==> src/rtl/sslv_pkg.sv <==
package sslv_pkg;
  typedef enum logic [1:0] {
    TXSRC_FILL,
    TXSRC_HOLD,
    TXSRC_STAGE
  } txsrc_e;
endpackage

==> src/rtl/sslv_edge_sync.sv <==
module sslv_edge_sync #(
  parameter int STAGES = 2
) (
  input  logic clk,
  input  logic rst_n,
  input  logic sck_i,
  input  logic sdi_i,
  output logic rise_o,
  output logic fall_o,
  output logic sdi_o
);
  logic [STAGES-1:0] sck_q;
  logic [STAGES-1:0] sdi_q;
  logic              sck_last_q;

  // synchronizer chains; shift clock idles high so resets to ones
  always_ff @(posedge clk or negedge rst_n) begin
    if (!rst_n) begin
      sck_q      <= '1;
      sdi_q      <= '0;
      sck_last_q <= 1'b1;
    end else begin
      sck_q      <= {sck_q[STAGES-2:0], sck_i};
      sdi_q      <= {sdi_q[STAGES-2:0], sdi_i};
      sck_last_q <= sck_q[STAGES-1];
    end
  end

  assign rise_o = sck_q[STAGES-1] & ~sck_last_q;
  assign fall_o = ~sck_q[STAGES-1] & sck_last_q;
  assign sdi_o  = sdi_q[STAGES-1];
endmodule

==> src/rtl/sslv_tx_path.sv <==
module sslv_tx_path
  import sslv_pkg::*;
#(
  parameter int DW = 8
) (
  input  logic          clk,
  input  logic          rst_n,
  input  logic          dbuf_en,
  input  logic          wr_en,
  input  logic [DW-1:0] wr_data,
  input  logic          frame_start,
  input  logic          bit_shift,
  input  logic          frame_done,
  input  logic          idle,
  output logic          ser_o,
  output logic          udr_set,
  output logic          irq_o
);
  localparam logic [DW-1:0] FILL = '1;

  logic [DW-1:0] hold_q, hold_d, stage_q, stage_d, sh_q, sh_d;
  logic          hold_full_q, hold_full_d, stage_full_q, stage_full_d;
  logic          irq_q;
  txsrc_e        src;

  always_comb begin
    if (dbuf_en) src = stage_full_q ? TXSRC_STAGE : TXSRC_FILL;
    else         src = hold_full_q  ? TXSRC_HOLD  : TXSRC_FILL;
  end

  always_comb begin
    hold_d       = hold_q;
    hold_full_d  = hold_full_q;
    stage_d      = stage_q;
    stage_full_d = stage_full_q;
    sh_d         = sh_q;
    udr_set      = 1'b0;
    if (frame_start) begin
      unique case (src)
        TXSRC_STAGE: begin sh_d = stage_q; stage_full_d = 1'b0; end
        TXSRC_HOLD:  begin sh_d = hold_q;  hold_full_d  = 1'b0; end
        default:     begin sh_d = FILL;    udr_set      = dbuf_en; end
      endcase
    end else if (bit_shift) begin
      sh_d = {1'b1, sh_q[DW-1:1]};
    end
    // holding -> staging transfer at frame end, or while idle between frames
    if (dbuf_en && hold_full_q && !stage_full_d &&
        (frame_done || (idle && !frame_start))) begin
      stage_d      = hold_q;
      stage_full_d = 1'b1;
      hold_full_d  = 1'b0;
    end
    if (wr_en) begin
      hold_d      = wr_data;
      hold_full_d = 1'b1;
    end
  end

  always_ff @(posedge clk or negedge rst_n) begin
    if (!rst_n) begin
      hold_q       <= '0;
      hold_full_q  <= 1'b0;
      stage_q      <= '0;
      stage_full_q <= 1'b0;
      sh_q         <= FILL;
      irq_q        <= 1'b0;
    end else begin
      hold_q       <= hold_d;
      hold_full_q  <= hold_full_d;
      stage_q      <= stage_d;
      stage_full_q <= stage_full_d;
      if (frame_start || bit_shift) sh_q <= sh_d;
      irq_q        <= frame_done;
    end
  end

  assign ser_o = sh_q[0];
  assign irq_o = irq_q;
endmodule

==> src/rtl/sslv_rx_path.sv <==
module sslv_rx_path #(
  parameter int DW = 8
) (
  input  logic          clk,
  input  logic          rst_n,
  input  logic          bit_rise,
  input  logic          frame_done,
  input  logic          sdi,
  input  logic          rd_en,
  output logic [DW-1:0] rd_data,
  output logic          rd_valid,
  output logic          ovr_set,
  output logic          irq_o
);
  logic [DW-1:0] sh_q, sh_d, buf_q, buf_d;
  logic          valid_q, valid_d, irq_d, irq_q;

  always_comb begin
    sh_d    = sh_q;
    buf_d   = buf_q;
    valid_d = valid_q & ~rd_en;
    irq_d   = 1'b0;
    ovr_set = 1'b0;
    if (bit_rise) sh_d = {sdi, sh_q[DW-1:1]};
    if (frame_done) begin
      if (valid_d) begin
        ovr_set = 1'b1;
      end else begin
        buf_d   = {sdi, sh_q[DW-1:1]};
        valid_d = 1'b1;
        irq_d   = 1'b1;
      end
    end
  end

  always_ff @(posedge clk or negedge rst_n) begin
    if (!rst_n) begin
      sh_q    <= '0;
      buf_q   <= '0;
      valid_q <= 1'b0;
      irq_q   <= 1'b0;
    end else begin
      if (bit_rise) sh_q <= sh_d;
      buf_q   <= buf_d;
      valid_q <= valid_d;
      irq_q   <= irq_d;
    end
  end

  assign rd_data  = buf_q;
  assign rd_valid = valid_q;
  assign irq_o    = irq_q;
endmodule

==> src/rtl/sclk_slave_port.sv <==
module sclk_slave_port #(
  parameter int DW          = 8,
  parameter int SYNC_STAGES = 2
) (
  input  logic          clk,
  input  logic          rst_n,
  input  logic          ext_sck,
  input  logic          ser_in,
  output logic          ser_out,
  input  logic          dbuf_en,
  input  logic          wr_en,
  input  logic [DW-1:0] wr_data,
  input  logic          rd_en,
  output logic [DW-1:0] rd_data,
  output logic          rd_valid,
  input  logic          err_clr,
  output logic          ovr_flag,
  output logic          udr_flag,
  output logic          tx_irq,
  output logic          rx_irq
);
  localparam int CW = (DW > 1) ? $clog2(DW) : 1;
  localparam logic [CW-1:0] LAST_BIT = CW'(DW - 1);

  logic [1:0]    rst_sq;
  logic          rst_i_n;
  logic          rise, fall, sdi;
  logic          inframe_q, inframe_d;
  logic [CW-1:0] cnt_q, cnt_d;
  logic          frame_start, bit_shift, bit_rise, frame_done;
  logic          ovr_set, udr_set;
  logic          ovr_q, ovr_d, udr_q, udr_d;

  // reset asserted asynchronously, released on a clock edge
  always_ff @(posedge clk or negedge rst_n) begin
    if (!rst_n) rst_sq <= 2'b00;
    else        rst_sq <= {rst_sq[0], 1'b1};
  end
  assign rst_i_n = rst_sq[1];

  sslv_edge_sync #(.STAGES(SYNC_STAGES)) u_sync (
    .clk(clk), .rst_n(rst_i_n), .sck_i(ext_sck), .sdi_i(ser_in),
    .rise_o(rise), .fall_o(fall), .sdi_o(sdi)
  );

  assign frame_start = fall & ~inframe_q;
  assign bit_shift   = fall &  inframe_q;
  assign bit_rise    = rise &  inframe_q;
  assign frame_done  = bit_rise & (cnt_q == LAST_BIT);

  always_comb begin
    inframe_d = inframe_q;
    cnt_d     = cnt_q;
    if (frame_start) begin
      inframe_d = 1'b1;
      cnt_d     = '0;
    end else if (bit_rise) begin
      if (frame_done) begin
        inframe_d = 1'b0;
        cnt_d     = '0;
      end else begin
        cnt_d = cnt_q + 1'b1;
      end
    end
    ovr_d = (ovr_q & ~err_clr) | ovr_set;
    udr_d = (udr_q & ~err_clr) | udr_set;
  end

  always_ff @(posedge clk or negedge rst_i_n) begin
    if (!rst_i_n) begin
      inframe_q <= 1'b0;
      cnt_q     <= '0;
      ovr_q     <= 1'b0;
      udr_q     <= 1'b0;
    end else begin
      if (frame_start || bit_rise) begin
        inframe_q <= inframe_d;
        cnt_q     <= cnt_d;
      end
      ovr_q <= ovr_d;
      udr_q <= udr_d;
    end
  end

  sslv_tx_path #(.DW(DW)) u_tx (
    .clk(clk), .rst_n(rst_i_n), .dbuf_en(dbuf_en), .wr_en(wr_en),
    .wr_data(wr_data), .frame_start(frame_start), .bit_shift(bit_shift),
    .frame_done(frame_done), .idle(~inframe_q), .ser_o(ser_out),
    .udr_set(udr_set), .irq_o(tx_irq)
  );

  sslv_rx_path #(.DW(DW)) u_rx (
    .clk(clk), .rst_n(rst_i_n), .bit_rise(bit_rise), .frame_done(frame_done),
    .sdi(sdi), .rd_en(rd_en), .rd_data(rd_data), .rd_valid(rd_valid),
    .ovr_set(ovr_set), .irq_o(rx_irq)
  );

  assign ovr_flag = ovr_q;
  assign udr_flag = udr_q;
endmodule

==> config.mk <==
export PLATFORM = sky130hd
export DESIGN_NAME = sclk_slave_port
export DESIGN_NICKNAME = d
export VERILOG_FILES = /design/src/rtl/sslv_pkg.sv /design/src/rtl/sslv_edge_sync.sv /design/src/rtl/sslv_tx_path.sv /design/src/rtl/sslv_rx_path.sv /design/src/rtl/sclk_slave_port.sv
export SDC_FILE = /design/constraint.sdc
export NUM_CORES = 1
export LEC_CHECK = 0
export BUFFER_PORTS_ARGS = -buffer_cell sky130_fd_sc_hd__buf_4
export CAP_MARGIN = 20
export CORE_ASPECT_RATIO = 1.5
export CORE_MARGIN = 8
export CORE_UTILIZATION = 60
export DETAILED_ROUTE_END_ITERATION = 16
export PLACE_DENSITY = 0.86
export RECOVER_POWER = 25
export SETUP_SLACK_MARGIN = 0.1
export SYNTH_ARGS = -nofsm -noshare
export SYNTH_HDL_FRONTEND = slang
export SYNTH_SLANG_ARGS = --single-unit
==> constraint.sdc <==
create_clock -name clk -period 2.54 [get_ports clk]
set_clock_uncertainty 0.05 [all_clocks]
set_input_delay 0.381 -clock clk [delete_from_list [all_inputs] [get_ports clk]]
set_output_delay 0.381 -clock clk [all_outputs]
set_load 0.005 [all_outputs]
==> results.md <==
- The run finished with clean final reports.
- The largest driver fanout on the critical path is 10.
- The main combinational cell family by area after synthesis is compound AO/OA/AOI/OAI gates.
- The final layout contains routed wiring with a total length of 5.540 mm.
- At the pin with the least slew margin, the transition time is between 800 and 900 ps.
- Hold is met by roughly 110 ps.
- The horizontal die dimension is approximately 70 um.
- For this design the total switching power over the nets is about 1000 uW.
- The count of buffers added by post-CTS timing repair for setup is 0.
- The kind of start point of the critical path is a flop.
- Input and output buffers added on the ports amount to 29.
- The worst setup path is captured at a flop.
- The register bit total from synthesis is 57.
- Clock tree synthesis selected as its root buffer the cell sky130_fd_sc_hd__clkbuf_8.
- The max-slew violation count is 0.
- The weighted congestion reported at the end of routability-driven placement is 0.9005.
- The met3 usage is 5.521%.
- The initial DRC count is ~140.
- The part of the total power dissipated in sequential elements is 45.2%.
- Counting distinct cell types in the post-synthesis netlist gives 39.
- The count of mapped cells out of synthesis is between 200 and 250.
- The post-detailed-route count of antenna-violating nets is 0.
- The path type of the worst setup path is flop to flop.
- The worst path uses approximately four fifths of the clock period.
- The worst hold path class is input pin to flop.
- The floorplan has 29 rows.
- The clock network accounts for between 20% and 30% of the total power.
- The headroom to the max-slew limit is ~44%.
- The power density over the cells is between 900 and 1000 nW/um^2.
- The number of diodes added for antenna fixing is 0.
- The half-perimeter wire length after detailed placement is 3.864 mm.
- The mean cell area of the mapped netlist is around 12 um^2.
- For this configuration, the core starts out at a cell density of ~62%.
- The number of violations of the max-capacitance limit is 0.
- The setup-violating endpoint count in the final report is 0.
- Counting along the longest clock path gives a buffer depth of 2.
- The sum of negative setup slack is 0 ps.
- Cells with a size suffix above 1 make up a little over a third of the layout.
- The number of antenna violations at the first check in global routing is 0.
- The overall die height is around 97 um.
- The most frequently used flop master after synthesis is sky130_fd_sc_hd__dfrtp_1.
- Summed over all cells, the static leakage comes to ~1.4 nW.
- For flop-to-flop paths, the worst setup slack is ~520 ps.
- After detailed routing, the number of remaining DRC violations is 0.
- The most used routing layer is met2.
- The data required time of the worst path is 2670 ps.
- The final number of hold-violating endpoints is 0.
- Combinational cells account for 29.4% of the total power.
- The share of the Yosys chip area taken by registers is between 50% and 60%.
- The final period demand of the worst path is roughly 2000 ps.
- The first-pass iteration count of the detailed router is 5.
- The via count of the first global-routing pass is around 2000.
- In the final routed layout, each cell accounts on average for around 18 um.
- Multiplexer cells account for roughly 8.0% of the synthesized area.
- The fraction of synthesized cell area in xor and xnor cells is 0%.
- The clock insertion delay at the later pin of the skew report is approximately 330 ps.
- Relative to the synthesized area, the layout overhead comes to 15.50%.
- The largest net degree at the start of global routing is 35.
- Setup repair after global routing left no endpoint under its margin.
- The maximum achievable frequency is about 500 MHz.
- The final route contains around 1900 vias.
- The maximum vdd ir drop is approximately 0.73 mV.
- The warning count from the yosys run is 0.
- The count of nets after finishing is 274.
- The fraction of registers with async set or reset after synthesis is 100.0%.
- The internal power is 2.015 mW.
- Summing the areas of all compound-gate instances in the mapped netlist gives 18.41% of the synthesized area.
- Clock-pin slew was measured on the worst setup and hold paths at 60 ps.
- For this run, global-route usage on met2 was measured as between 20% and 30%.
- The global-route wire length before repair is around 9.5 mm.
- The synthesized netlist devotes less than 1% of its cell area to adder and majority cells.
- The arrival time at the worst endpoint is 2140 ps.
- The die area is between 6000 and 7000 um^2.
- The total grt overflow is 0.
- Global routing consumed, on the met1 layer, between 10% and 20% of the routing resources.
- The post-synthesis share of cell area spent on and, or, nand and nor gates is 13.50%.
- In this run the standard cell core region covers around 4200 um^2.
- The synthesized net count is 243.
- The number of clock sinks is 57.
- The cell area after synthesis is between 2000 and 3000 um^2.
- Of the total power, the share spent switching nets is between 30% and 40%.
- The top-level port count is 30.
- TritonCTS built the clock tree.
- The synthesized design contains 0 enable-type register cells.
- For this run, the total global-route usage over all layers was measured as roughly 17%.
- After detailed routing, the number of vias per cell comes to about 6.0.
- The deepest level of the CTS H-tree is 3.
- The number of clock buffers inserted by TritonCTS is 9.
## kinds of logic after synthesis
group           Yosys count
other cells               1
simple gates             70
buf+inv                  20
flops                    57
mux                      16
fa+ha+maj                 2
compound gates           59
## per-stage QoR
| stage | worst slack, ps | std cells | util (%) | instance area [um^2] | power, mW |
|---|---|---|---|---|---|
| CTS | 491.3 | 307 | 72.12 | 3035 | 3.022 |
| global placement | 665.5 | 290 | 67.51 | 2841 | 2.191 |
| detailed placement | 564.5 | 290 | 67.51 | 2841 | 2.248 |
| finish | 524.4 | 307 | 72.00 | 3030 | 3.002 |
| floorplan | 804.8 | 225 | - | 2624 | 1.981 |
| global route | 390.0 | 307 | 72.00 | 3030 | 3.182 |
## what timing repair did
action	in CTS	in global routing
hold buffers	1	0
endpoints found under the hold margin	2	0
gates resized for setup	0	0
## power groups by stage
stage	registers (mW)	clock network, mW	logic [mW]
floorplan	1.32	0	0.662
global placement	1.36	0	0.835
detailed placement	1.37	0	0.874
CTS	1.36	0.779	0.885
global route	1.39	0.818	0.970
finish	1.36	0.762	0.881
## flip-flops by register name, summed over array words and instances (netlist names)
register           cells
ovr_flag               1
u_tx.stage_full_q      1
u_sync.sdi_q           2
u_rx.irq_o             1
rst_sq                 2
u_tx.irq_o             1
u_tx.stage_q           8
u_sync.sck_last_q      1
u_rx.rd_data           8
u_tx.hold_full_q       1
u_rx.sh_q              7
udr_flag               1
u_tx.hold_q            8
u_sync.sck_q           2
u_rx.rd_valid          1
cnt_q                  3
u_tx.sh_q              8
inframe_q              1
## cells in the final DEF, fill, tap and decap left out, drive strengths merged, types with 7 or more instances in the layout
master | Yosys | routed
dfrtp | 46 | 46
o221ai | 7 | 7
buf | 7 | 29
nor2 | 12 | 12
nand2 | 34 | 34
o211ai | 9 | 9
clkbuf | 6 | 16
nand4 | 8 | 8
o21ai | 9 | 9
a21oi | 18 | 18
dfstp | 11 | 11
mux2 | 16 | 16
a2bb2oi | 8 | 8
## area by class of cell
cell class,instances,area [um^2]
fill,309,1179
timing repair buffer,33,246.5
inverter,7,26.28
tap,46,57.56
multi-input combinational,148,1076
clock buffer,13,168.9
sequential,57,1440
clock inverter,3,15.01
## cells in the mapped netlist (3+ instances only)
library cell,n,area [um^2]
sky130_fd_sc_hd__a21oi_1,18,90.09
sky130_fd_sc_hd__a2bb2oi_2,8,120.1
sky130_fd_sc_hd__buf_6,3,33.78
sky130_fd_sc_hd__clkbuf_1,6,22.52
sky130_fd_sc_hd__dfrtp_1,46,1151
sky130_fd_sc_hd__dfstp_2,11,289.0
sky130_fd_sc_hd__inv_1,6,22.52
sky130_fd_sc_hd__mux2_2,8,90.09
sky130_fd_sc_hd__mux2_4,8,120.1
sky130_fd_sc_hd__nand2_1,33,123.9
sky130_fd_sc_hd__nand2b_1,4,25.02
sky130_fd_sc_hd__nand4_1,8,50.05
sky130_fd_sc_hd__nor2_1,12,45.04
sky130_fd_sc_hd__o211ai_2,8,100.1
sky130_fd_sc_hd__o21ai_0,9,45.04
sky130_fd_sc_hd__o221ai_1,7,61.31
## metal layers
metal | routed length (um) | part of all wire, % | up-vias
li1 | - | - | 866
met5 | 0 | 0 | -
met2 | 2918 | 53 | 62
met3 | 349 | 6.3 | 11
met4 | 112 | 2.0 | 0
met1 | 2159 | 39 | 917
## worst paths after layout
| path | startpoint | endpoint | depth (start not counted) |
|---|---|---|---|
| hold reg to reg | rst_sq[0] | rst_sq[1] | 0 |
| min in group asynchronous | rst_sq[1] | u_rx.rd_data[7] | 0 |
| hold / removal | ext_sck | u_sync.sck_q[0] | 1 |
| setup reg to reg | cnt_q[0] | u_tx.stage_full_q | 5 |
| max in group asynchronous | rst_sq[1] | u_tx.sh_q[1] | 1 |
| setup / recovery | cnt_q[0] | u_tx.stage_full_q | 5 |
## worst max-delay path: stages, from the launching register on
cell	delay (ps)
sky130_fd_sc_hd__dfrtp_1	400
sky130_fd_sc_hd__ha_1	220
sky130_fd_sc_hd__ha_1	280
sky130_fd_sc_hd__nand3b_2	230
sky130_fd_sc_hd__a31o_1	510
sky130_fd_sc_hd__o21ai_0	170
Note: power is estimated with default switching activity, not from simulation.
